$ cat config.mk
export PLATFORM = sky130hd
export DESIGN_NAME = vmask_seq
export DESIGN_NICKNAME = d
export VERILOG_FILES = /design/src/rtl/vmask_seq.sv
export SDC_FILE = /design/constraint.sdc
export NUM_CORES = 1
export LEC_CHECK = 0
export ABC_AREA = 1
export BUFFER_PORTS_ARGS = -buffer_cell sky130_fd_sc_hd__buf_2
export CAP_MARGIN = 0
export CORE_MARGIN = 1.5
export CORE_UTILIZATION = 30
export CTS_CLUSTER_SIZE = 28
export DETAILED_ROUTE_END_ITERATION = 16
export GPL_ROUTABILITY_DRIVEN = 0
export PLACE_DENSITY_LB_ADDON = 0.3
export SLEW_MARGIN = 20
export SYNTH_ARGS = -nofsm -noshare
export SYNTH_HDL_FRONTEND = slang
export SYNTH_SLANG_ARGS = --single-unit
$ cat constraint.sdc
create_clock -name clk -period 4.6 [get_ports clk]
set_input_delay 0.69 -clock clk [delete_from_list [all_inputs] [get_ports clk]]
set_output_delay 0.69 -clock clk [all_outputs]
set_load 0.02 [all_outputs]
$ cat src/rtl/vmask_seq.sv
module vmask_seq #(
  parameter int VLEN = 128,
  parameter int AW   = 64,
  localparam int NB  = VLEN / 8,
  localparam int IW  = $clog2(NB),
  localparam int VSW = IW + 1,
  localparam int VLW = $clog2(VLEN + 1)
) (
  input  logic            clk,
  input  logic            rst,
  input  logic            start,
  input  logic            op_store,
  input  logic [AW-1:0]   base_addr,
  input  logic [VLW-1:0]  vl,
  input  logic [VSW-1:0]  vstart_in,
  output logic            busy,
  output logic            done,
  output logic [VSW-1:0]  vstart_out,
  output logic            req_valid,
  input  logic            req_ready,
  output logic            req_we,
  output logic            req_be,
  output logic [AW-1:0]   req_addr,
  output logic [IW-1:0]   req_tag,
  output logic [7:0]      req_wdata,
  input  logic            rsp_valid,
  input  logic [IW-1:0]   rsp_tag,
  input  logic [7:0]      rsp_data,
  input  logic [VLEN-1:0] src_vreg,
  output logic            dst_we,
  output logic [IW-1:0]   dst_idx,
  output logic [7:0]      dst_byte
);

  typedef enum logic [1:0] {S_IDLE, S_ISSUE, S_DRAIN, S_FIN} st_t;

  st_t            st;
  logic           op_q;
  logic [AW-1:0]  base_q;
  logic [VSW-1:0] idx, last, tot, rcnt, vs_q;
  logic [VLW:0]   nb_wide;
  logic [VSW-1:0] nb_cur;
  logic           skip;
  logic [VSW-1:0] rcnt_nx;

  assign nb_wide = ({1'b0, vl} + (VLW+1)'(7)) >> 3;
  assign nb_cur  = (nb_wide > (VLW+1)'(NB)) ? VSW'(NB) : nb_wide[VSW-1:0];
  assign skip    = (vstart_in >= VSW'(NB)) || (vstart_in >= nb_cur);
  assign rcnt_nx = rcnt + VSW'(rsp_valid);

  assign busy       = (st != S_IDLE);
  assign done       = (st == S_FIN);
  assign vstart_out = vs_q;
  assign req_valid  = (st == S_ISSUE);
  assign req_we     = op_q;
  assign req_be     = req_valid;
  assign req_tag    = idx[IW-1:0];
  assign req_addr   = base_q + AW'(idx);
  assign req_wdata  = src_vreg[{req_tag, 3'b000} +: 8];
  assign dst_we     = rsp_valid && !op_q && (st == S_ISSUE || st == S_DRAIN);
  assign dst_idx    = rsp_tag;
  assign dst_byte   = rsp_data;

  always_ff @(posedge clk) begin
    if (rst) begin
      st     <= S_IDLE;
      op_q   <= 1'b0;
      base_q <= '0;
      idx    <= '0;
      last   <= '0;
      tot    <= '0;
      rcnt   <= '0;
      vs_q   <= '0;
    end else begin
      case (st)
        S_IDLE: if (start) begin
          op_q   <= op_store;
          base_q <= base_addr;
          rcnt   <= '0;
          if (skip) begin
            vs_q <= '0;
            st   <= S_FIN;
          end else begin
            vs_q <= vstart_in;
            idx  <= vstart_in;
            last <= nb_cur - VSW'(1);
            tot  <= nb_cur - vstart_in;
            st   <= S_ISSUE;
          end
        end
        S_ISSUE: begin
          if (!op_q) rcnt <= rcnt_nx;
          if (req_ready) begin
            if (idx == last) begin
              if (op_q) begin
                vs_q <= '0;
                st   <= S_FIN;
              end else begin
                st <= S_DRAIN;
              end
            end else begin
              idx <= idx + VSW'(1);
            end
          end
        end
        S_DRAIN: begin
          rcnt <= rcnt_nx;
          if (rcnt_nx == tot) begin
            vs_q <= '0;
            st   <= S_FIN;
          end
        end
        default: st <= S_IDLE;
      endcase
    end
  end

endmodule

* After elaboration in Yosys (flattened, before gate mapping)
Cells that the tools add are included.
** Word-level totals
- Bits of input ports :: 223
- Register bits after elaboration :: 92
- Output and inout port bits :: 99
** Cells by class
- Muxes and demuxes :: 23
- Add/sub/neg operators :: 6
- Reduce and logical (&&, ||, !) cells :: 15
- Equal/unequal tests :: 13
- $lt $le $gt $ge :: 3
- Bitwise operators :: 1
- Shift operators :: 1
** Operators with widths (count)
- variable part select 128 x 8 -> 8 bit :: 1
- 2-to-1 mux 5 bit :: 13
- adder 64 x 5 -> 64 bit :: 1
- one-hot mux 5 bit (3 select lines) :: 2
- == test 5 bit :: 2
- 2-to-1 mux 2 bit :: 5
- inequality test 2 bit, second input constant :: 5
- one-hot mux 5 bit (2 select lines) :: 1
- adder 8 x 3 -> 9 bit, second input constant :: 1
- > comparator 6 x 5 -> 1 bit, second input constant :: 1
- inequality test 2 x 1 -> 1 bit, second input constant :: 3
- one-hot mux 2 bit (3 select lines) :: 1
- AND reduction 3 bit :: 2
- AND reduction 6 bit :: 1
- adder 5 x 1 -> 5 bit :: 1
- adder 5 x 1 -> 5 bit, second input constant :: 1
- >= comparator 5 bit :: 1
- >= comparator 5 bit, second input constant :: 1
- AND reduction 5 bit :: 1
- subtractor 5 x 1 -> 5 bit, second input constant :: 1
- subtractor 5 bit :: 1
- == test 2 bit, second input constant :: 2
- AND reduction 4 bit :: 1
- nonzero test 2 bit :: 2
- other kinds (9) :: 11

* Longest topological paths before layout
Gate-level depths: netlist of run 1.
- Depth in word-level cells :: 8
- Depth in mapped cells :: 21
- Gate-level depth less buffers :: 21

* Worst setup path before layout of run 1
Ideal clock, no wire load.
- Kind :: reg-to-output
- Start :: register idx[1]
- End :: output port req_addr[62]
- Required time :: 3.910 ns
- Path slack :: 0.780 ns
- Stages on the path, launching flop included :: 19
- Arrival time :: 3.130 ns
- Cell sequence :: dfxtp_1 -> clkbuf_1 -> inv_1 -> clkbuf_1 -> fa_1 -> nand3b_1 -> nand2_1 -> a21oi_2 -> nor2_4 -> nand2_2 -> nor2_2 -> and3_1 -> buf_4 -> nand2_2 -> nor2_2 -> nand2_1 -> nor2_2 -> nand4_1 -> xor2_1
** Between the ends
- Cells in the longest elaborated chain, start to end :: 1
** RTL lines
- from (decl) :: line 40 : logic [VSW-1:0] idx, last, tot, rcnt, vs_q;
- from (signal assigned) :: line 85 : idx <= vstart_in;
- from (signal assigned) :: line 102 : idx <= idx + VSW'(1);
- adder 64 x 5 -> 64 bit :: line 58 : assign req_addr = base_q + AW'(idx);
- to (decl) :: line 23 : output logic [AW-1:0] req_addr,
Every way passes these cells.

* Worst setup path in the final report of run 1
- Start :: register base_q[0]
- End :: output port req_addr[58]
** Between the ends
- Cells in the longest elaborated chain, start to end :: 1
** RTL lines
- from (decl) :: line 39 : logic [AW-1:0] base_q;
- from (signal assigned) :: line 78 : base_q <= base_addr;
- adder 64 x 5 -> 64 bit :: line 58
Every way passes these cells.

==> flow_metrics.tcl, run 1 <==
set metrics [dict create \
    postSynth.asyncResetShare_pct 0 \
    critical_path_class "reg -> out" \
    syn_inst 1088 \
    cts_setup_buffers 0 \
    setup_viol 0 \
    switching_share_pct 50.1 \
    antenna_left 0 \
    synth-seq-cells 92 \
    finClkSkew_ns 0.00657 \
    drive_above_1_share_pct 27.8 \
    fin_crit_ns 4.33 \
    min_path_type "reg -> reg" \
    drv_cap 0 \
    wl_um 25700 \
    vias_per_cell 4.89 \
    status "completed" \
    post_drt_wl_per_cell_um 15.5 \
    worstPathArrival_ns 3.64 \
    die_area_um2 24400 \
    portBuffers 297 \
    start_util_pct 30.9 \
    power_frac_comb_pct 55.5 \
    synth.avg_cell_area_um2 6.48 \
    internal-power_uw 2210 \
    grt_remaining_overflow 0 \
    clockBufferDepth 2 \
    grt_pass1_vias 7577 \
    r2r_end "vstart_out[2]" \
    crit_path_end_kind "primary output" \
    yosysUniqueCellTypes 46 \
    hold_viol_final 0 \
    synth_flop_cell "dfxtp_1" \
    pwr-share-clk_pct 18.3 \
    antenna_found_initial 1 \
    worstSetupStartpoint "base_q[0]" \
    yosysWarnings 0 \
    drv_slew 0 \
    num_rows 55 \
    total_leakage_power_uw 0.00406 \
    cp-start-kind "flip-flop" \
    p_per_area_nw_per_um2 491 \
    crit_path_end "req_addr[58]" \
    numCtsBuffers 9 \
    clk_latency_ns 0.35 \
    cts_sinks 92 \
    p_switching_uw 2210 \
    fin_nets 1579 \
    dr.pass1.iters 5 \
    worst_slew_pin_slew_ns 0.750 \
    cp.required_ns 3.91 \
    seqPwrFrac_pct 26.2 \
    ioPinCount 322 \
    preCtsSetupSlack_ns 0.725 \
    cts_root_buf "clkbuf_16" \
    regToRegStartpoint "st[1]" \
    rsz0062_at_grt "no" \
    drt_iter0_drc 463 \
    grtUsageTotal_pct 20.6 \
    reg2reg_depth 11 \
    syn_to_final_growth_pct 27.7 \
    vias 8096 \
    hold_buffers 0 \
    core-area_um2 22800 \
    rrSetupSlack_ns 2.06 \
    ctsHtreeMaxLevel 3 \
    synth_edf_count 0 \
    max_slew_margin_pct 50.0 \
    tns_ns 0 \
    vdd_drop_max_uv 262 \
    holdWs_ns 0.463 \
    drc 0 \
    path_clk_slew_ns 0.07 \
    syn_area_um2 7050 \
    ys_seq_area_share_pct 26.1 \
    cts.repair.resized 0 \
    path_max_fanout 4 \
    die_x_um 156 \
    hpwl_um 20500 \
    synth_fp_nets 1329 \
    grt_start_max_net_pins 72 \
    fp.dieH_um 156 \
    cts_tree "done" \
    grt_pass1_wl_um 39700 \
    fmax_mhz 231 \
    finalPower_uw 4420 \
    fin_crit_sh_pct 94.0 \
    setup_ws_ns 0.274 \
]
## logic make-up after synthesis
| logic type | synth area share (%) |
|---|---|
| buffers and inverters | 10.7 |
| and+or+nand+nor | 30.7 |
| AOI/OAI and AO/OA | 19.7 |
| adders and majority gates | 3.30 |
| DFF | 26.1 |
| xor gates and xnor gates | 9.56 |
## Yosys cell counts (12+ instances only)
cell type	number	share of area, %
o21ai_0	138	9.8
nor4_1	12	1.1
buf_4	18	1.9
o221ai_1	13	1.6
nand3_1	46	3.3
nand2_1	143	7.6
nand4_1	13	1.2
xnor2_1	24	3.0
o22ai_1	19	1.7
nor3_1	36	2.6
xor2_1	53	6.6
clkbuf_1	46	2.4
ha_1	17	3.0
dfxtp_1	92	26
a21oi_1	70	5.0
inv_1	107	5.7
nor2_1	170	9.0
## stage by stage
stage               instances  util, %  area [um2]
global placement         1640     38.0        8690
detailed placement       1640     38.0        8690
finish                   1657     39.4        9010
CTS                      1656     39.4        9000
floorplan                1088        -        7050
global route             1656     39.4        9000
## state kept, by name, summed over array words and instances (netlist names)
register and cells:
rcnt 5, last 5, idx 5, req_we 1, vstart_out 5, st 2
tot 5, base_q 64
## cell usage in the layout, fill, tap and decap left out, types with 24 or more instances in the layout
cell type	instances
buf_2	297
dfxtp_1	91
inv_1	106
nand3_1	46
nor2_1	170
nor3_1	36
xnor2_1	24
a21oi_1	70
nand2_1	142
xor2_1	53
o21ai_0	138
## worst min-delay path by stage
stage,slack [ns],endpoint,cells after the start,startpoint
6_report,0.46,vstart_out[4],2,vstart_out[4]
3_3_place_gp,0.45,vstart_out[4],2,vstart_out[4]
2_1_floorplan,0.44,tot[2],2,tot[2]
3_5_place_dp,0.45,vstart_out[4],2,vstart_out[4]
5_1_grt,0.48,vstart_out[3],2,vstart_out[3]
4_1_cts,0.46,vstart_out[4],2,vstart_out[4]
## power by group through the flow
stage	sequential, uW	combinational [uW]	clock [uW]
floorplan	1130	1710	0
global placement	1170	2450	0
detailed placement	1170	2450	0
CTS	1160	2460	826
global route	1180	2710	862
finish	1160	2450	809
## metal layers
metal / vias to the layer above / wire, um / GRT usage [%]
met5: - / 0 / 0
met4: 0 / 561 / 6.35
met3: 37 / 1720 / 4.02
met2: 281 / 11700 / 33.4
met1: 3673 / 11700 / 27.6
li1: 4105 / - / -
## layout make-up
type / count / area, um2
Antenna cell: 1 / 2.50
Clock buffer: 9 / 225
Clock inverter: 7 / 90.1
Fill cell: 2529 / 13800
Inverter: 114 / 428
Multi-Input combinational cell: 815 / 4460
Sequential cell: 92 / 1840
Tap cell: 313 / 392
Timing Repair Buffer: 306 / 1570
## worst max-delay path, stage by stage (launching register included)
cell	delay [ns]
dfxtp_1	0.33
ha_1	0.17
inv_1	0.06
fa_1	0.41
nand3b_1	0.18
nand2_1	0.12
a21oi_2	0.10
nor2_4	0.11
nand2_2	0.10
nor2_1	0.17
nand4_1	0.19
nor3_1	0.46
nand2_1	0.21
nor3_1	0.18
nand3_1	0.12
xor2_1	0.19
buf_2	0.19
No activity file was read; power rests on OpenSTA's default activity.
==> inputs of run 2 (changes only) <==
--- a/config.mk
+++ b/config.mk
@@ -10,6 +10,7 @@
 export CAP_MARGIN = 0
 export CORE_MARGIN = 1.5
 export CORE_UTILIZATION = 30
+export CTS_BUF_LIST = sky130_fd_sc_hd__clkbuf_8
 export CTS_CLUSTER_SIZE = 28
 export DETAILED_ROUTE_END_ITERATION = 16
 export GPL_ROUTABILITY_DRIVEN = 0
==> constraint.sdc (replaced) <==
create_clock -name clk -period 4.6 [get_ports clk]
set_input_delay 0.23 -clock clk [delete_from_list [all_inputs] [get_ports clk]]
set_output_delay 0.23 -clock clk [all_outputs]
set_load 0.02 [all_outputs]
==> run 2 against run 1 <==
Effect of this change: power shrank 6.7%; maximum frequency grew 11%; via count grew 0.67%; final cell count is essentially flat; first-iteration DRC count grew 24%; worst setup slack gained 0.44 ns; largest cell class unchanged; highest routed layer unchanged.
==> flow_metrics.tcl, run 2 (synthesized netlist as in run 1, its figures left out) <==
set metrics [dict create \
    status "completed" \
    wl_um 25800 \
    drv_slew 0 \
    syn_to_final_growth_pct 25.7 \
    holdWs_ns 0.0886 \
    portBuffers 297 \
    numCtsBuffers 9 \
    path_cells "ha_1, inv_1, fa_1, nand3b_1, nand2_1, a21oi_2, nor2_4, nand2_2, nor2_1, nand4_1, nor3_1, nand2_1, nor3_1, nand3_1, xor2_1, buf_2" \
    grt_pass1_wl_um 40000 \
    drt_iter0_drc 576 \
    setup_viol 0 \
    critical_path_class "reg -> out" \
    fin_crit_sh_pct 84.5 \
    vias 8150 \
    ctsHtreeMaxLevel 3 \
    final_common_cell "buf_2" \
    path_clk_slew_ns 0.10 \
    cts_sinks 92 \
    total_leakage_power_uw 0.00400 \
    cts.repair.resized 0 \
    drv_cap 0 \
    fin_nets 1580 \
    grt_start_max_net_pins 72 \
    antenna_found_initial 1 \
    core-area_um2 22800 \
    cp-start-kind "flip-flop" \
    fin_crit_ns 3.89 \
    hold_buffers 0 \
    regMostFlops "base_q" \
    dr.pass1.iters 5 \
    worstPathArrival_ns 3.66 \
    r2r_end "vstart_out[2]" \
    finClkSkew_ns 0.00986 \
    largest_reg_flops 64 \
    final_cell_mix "buf_2 (297), nor2_1 (170), nand2_1 (142), o21ai_0 (138), inv_1 (106)" \
    hold_viol_final 0 \
    regToRegStartpoint "st[1]" \
    ioPinCount 322 \
    reg2reg_depth 11 \
    cpMaxStageDelayCell "nor3_1" \
    cts_setup_buffers 0 \
    min_path_type "in -> reg" \
    grtUsageTotal_pct 20.7 \
    fp.dieH_um 156 \
    worst_slew_pin_slew_ns 0.878 \
    die_area_um2 24400 \
    max_slew_margin_pct 41.4 \
    num_rows 55 \
    antenna_left 0 \
    hold_start "op_store" \
    grt_remaining_overflow 0 \
    post_drt_wl_per_cell_um 15.6 \
    vdd_drop_max_uv 181 \
    slowest_delay_ns 0.41 \
    rsz0062_at_grt "no" \
    clockBufferDepth 2 \
    hold_end "req_we" \
    cts_root_buf "clkbuf_8" \
    p_per_area_nw_per_um2 465 \
    drive_above_1_share_pct 28.0 \
    preCtsSetupSlack_ns 1.20 \
    setup_ws_ns 0.713 \
    start_util_pct 30.9 \
    crit_path_end_kind "primary output" \
    path_max_fanout 4 \
    min_path_cells 3 \
    hpwl_um 20600 \
    rrSetupSlack_ns 2.11 \
    drc 0 \
    cp.required_ns 4.37 \
    tns_ns 0 \
    die_x_um 156 \
    fmax_mhz 257 \
    cts_tree "done" \
    vias_per_cell 4.92 \
    clk_latency_ns 0.38 \
    grt_pass1_vias 7790 \
]
run 2: cell count changes in the layout (fill, tap and decap cells not counted):
cell        change
buf_12          -1
inv_8           +1
clkinv_1        -1
inv_6           -3
clkinv_8        -1
inv_2           +1
buf_4           +2
clkbuf_16       -9
clkbuf_8        +9
clkinv_2        +1
clkinvlp_4      +2
bufinv_16       -1
clkinv_4        +1
run 2: final cells by class:
cell class              count  area, um2
inverters                 114        428
multi-input cells         815       4460
clock buffers               9        124
fillers                  2550      14000
flip-flops and latches     92       1840
repair buffers            307       1560
clock inverters             7       57.6
well taps                 313        392
diodes                      1       2.50
run 2: report_power, final:
part	leakage, uW	internal (uW)	switching [uW]
clock	0.0000881	204	333
sequential	0.000758	982	175
combinational	0.00315	783	1650
run 2: worst max-delay path by stage:
stage                     startpoint      endpoint  depth (start not counted)
final                      base_q[0]  req_addr[58]                         16
after global placement     base_q[0]  req_addr[58]                         16
after global routing       base_q[0]  req_addr[58]                         16
after CTS                  base_q[0]  req_addr[58]                         16
after floorplan               idx[1]  req_addr[62]                         18
after detailed placement   base_q[0]  req_addr[58]                         16
run 2: layer usage:
layer | vias to the layer above | GRT usage, % | routed length [um]
met5 | - | 0 | 0
met4 | 0 | 7.48 | 788
met3 | 51 | 4.32 | 1900
met2 | 307 | 33.3 | 11500
met1 | 3701 | 27.3 | 11700
li1 | 4091 | - | -
run 2: through the flow:
step	instance area, um2	power (uW)	instances	utilization (%)
after floorplan	7050	2840	1088	-
after global placement	8680	3610	1641	38.0
after detailed placement	8680	3610	1641	38.0
after CTS	8860	4160	1657	38.8
after global routing	8870	4470	1658	38.8
final	8870	4120	1658	38.8
run 2: worst max-delay path: cells and delay by family, from the launching register on:
kind                       cells  cell delay, ns
and+or+nand+nor               10            1.84
AOI/OAI and AO/OA              1            0.10
xor gates and xnor gates       1            0.17
buffers and inverters          2            0.25
adders and majority gates      2            0.58
DFF                            1            0.35
==> inputs of run 3 (changes only) <==
==> constraint.sdc (replaced) <==
create_clock -name clk -period 3.8 [get_ports clk]
set_input_delay 0.19 -clock clk [delete_from_list [all_inputs] [get_ports clk]]
set_output_delay 0.19 -clock clk [all_outputs]
set_load 0.02 [all_outputs]
==> run 3 against run 2 <==
Effect of this change: die area did not move; register-to-register slack worse by 0.82 ns; clock skew is 0.0061 ns higher; sequential share of layout area down 0.11 points; worst setup slack lost 0.50 ns; worst hold slack got worse by 0.028 ns; global-route usage is 0.18 points lower; power is 22% higher; final cell count about the same.
==> flow_metrics.tcl, run 3 (synthesized netlist as in run 1, its figures left out) <==
set metrics [dict create \
    multi_input_area_um2 4490 \
    use_met1_pct 27.5 \
    fin_nets 1580 \
    path_clk_slew_ns 0.11 \
    internal-power_uw 2410 \
    die_area_um2 24400 \
    drv_cap 0 \
    seqPwrFrac_pct 27.8 \
    hold_end "req_we" \
    power_frac_comb_pct 58.7 \
    cpMaxStageDelayCell "fa_1" \
    cts_root_buf "clkbuf_8" \
    grt_pass1_wl_um 39900 \
    top_usage_layer "met2" \
    fin_crit_ns 3.59 \
    hold_viol_final 0 \
    p_switching_uw 2630 \
    max_slew_margin_pct 44.7 \
    total_leakage_power_uw 0.00403 \
    setup_ws_ns 0.212 \
    regToRegStartpoint "st[1]" \
    portBuffers 297 \
    grt_use_met2_pct 33.0 \
    ioPinCount 322 \
    fp.dieH_um 156 \
    clk_latency_ns 0.38 \
    regMostFlops "base_q" \
    die_x_um 156 \
    path_cells "ha_1, inv_1, fa_1, nand3b_1, nand2_1, a21oi_2, nor2_4, nand2_2, nor2_1, nand4_1, nor3_4, nand2_1, nor3_1, nand3_1, xor2_1, buf_2" \
    cp-start-kind "flip-flop" \
    rsz0062_at_grt "yes" \
    drive_above_1_share_pct 28.1 \
    antenna_found_initial 2 \
    final_cell_mix "buf_2 (297), nor2_1 (169), nand2_1 (142), o21ai_0 (138), inv_1 (106)" \
    p_per_area_nw_per_um2 565 \
    syn_to_final_growth_pct 26.4 \
    fin_area_um2 8910 \
    cts_tree "done" \
    preCtsSetupSlack_ns 0.489 \
    min_path_type "in -> reg" \
    drt_iter0_drc 583 \
    critPathBufInv 2 \
    largest_reg_flops 64 \
    critical_path_class "reg -> out" \
    wl_um 25800 \
    fin_crit_sh_pct 94.4 \
    worst_slew_pin_slew_ns 0.826 \
    antenna_left 0 \
    ctsHtreeMaxLevel 3 \
    hpwl_um 20500 \
    post_drt_wl_per_cell_um 15.6 \
    reg2reg_depth 11 \
    hold_buffers 0 \
    fmax_mhz 279 \
    crit_family "simple AND/OR/NAND/NOR gates" \
    crit_path_frequent_cell "nand2_1" \
    cts_setup_buffers 0 \
    vias 8244 \
    grt_remaining_overflow 0 \
    min_path_cells 3 \
    r2r_end "vstart_out[2]" \
    cts_sinks 92 \
    dpl-instance-area_um2 8680 \
    fillCellCount 2552 \
    num_rows 55 \
    status "completed" \
    grtUsageTotal_pct 20.6 \
    core-area_um2 22800 \
    dr.pass1.iters 5 \
    final_core_util_pct 39.0 \
    numCtsBuffers 9 \
    drv_slew 0 \
    final_common_cell "buf_2" \
    grt_pass1_vias 7762 \
    vias_per_cell 4.97 \
    grt_start_max_net_pins 72 \
    vdd_drop_max_uv 251 \
    cts.repair.resized 0 \
    seq_area_um2 1840 \
    switching_share_pct 52.2 \
    cp.required_ns 3.61 \
    drc 0 \
    hold_start "op_store" \
    slowest_delay_ns 0.39 \
    clockBufferDepth 2 \
    pwr-share-clk_pct 13.5 \
    met3_usage_pct 3.63 \
    rrSetupSlack_ns 1.29 \
    setup_viol 0 \
    worstPathArrival_ns 3.40 \
    start_util_pct 30.9 \
    finClkSkew_ns 0.0159 \
    crit_path_end_kind "primary output" \
    path_max_fanout 4 \
]
run 3: tightest hold or removal path, stage by stage:
cell and delay (ns):
buf_2 0.07, o21ai_0 0.07, nor2_1 0.08
run 3: layout make-up:
| type | count | share of cell area, % |
|---|---|---|
| clock buffer | 10 | 1.54 |
| multi-input combinational | 815 | 50.4 |
| sequential | 92 | 20.7 |
| inverter | 114 | 4.80 |
| tap | 313 | 4.39 |
| timing repair buffer | 307 | 17.5 |
| clock inverter | 6 | 0.618 |
| antenna | 2 | 0.0561 |
run 3: layer usage:
metal | wire [um] | part of all wire (%)
met1 | 12000 | 46
met2 | 11600 | 45
met3 | 1550 | 6.0
met4 | 717 | 2.8
met5 | 0 | 0
run 3: power by group through the flow:
stage | Combinational (uW) | Sequential, uW | Clock [uW]
2_1_floorplan | 2070 | 1370 | 0
3_3_place_gp | 2960 | 1420 | 0
3_5_place_dp | 2970 | 1420 | 0
4_1_cts | 2970 | 1400 | 706
5_1_grt | 3260 | 1430 | 739
6_report | 2960 | 1400 | 679
run 3: through the flow:
step / power, uW / setup TNS (ns) / std cells / hold WS, ns
3_3_place_gp: 4380 / 0 / 1641 / 0.380
5_1_grt: 5440 / -0.00311 / 1659 / 0.0496
4_1_cts: 5080 / 0 / 1657 / 0.0341
2_1_floorplan: 3430 / 0 / 1088 / 0.259
3_5_place_dp: 4390 / 0 / 1641 / 0.380
6_report: 5040 / 0 / 1659 / 0.0608
run 3: how the worst max path moves through the flow:
| stage | startpoint | end | slack, ns | cells after the start |
|---|---|---|---|---|
| 2_1_floorplan | idx[1] | req_addr[62] | 0.48 | 18 |
| 3_3_place_gp | base_q[0] | req_addr[58] | 0.53 | 16 |
| 3_5_place_dp | base_q[0] | req_addr[58] | 0.49 | 16 |
| 4_1_cts | base_q[0] | req_addr[58] | 0.02 | 16 |
| 5_1_grt | base_q[0] | req_addr[58] | -0.003 | 16 |
| 6_report | base_q[0] | req_addr[58] | 0.21 | 16 |
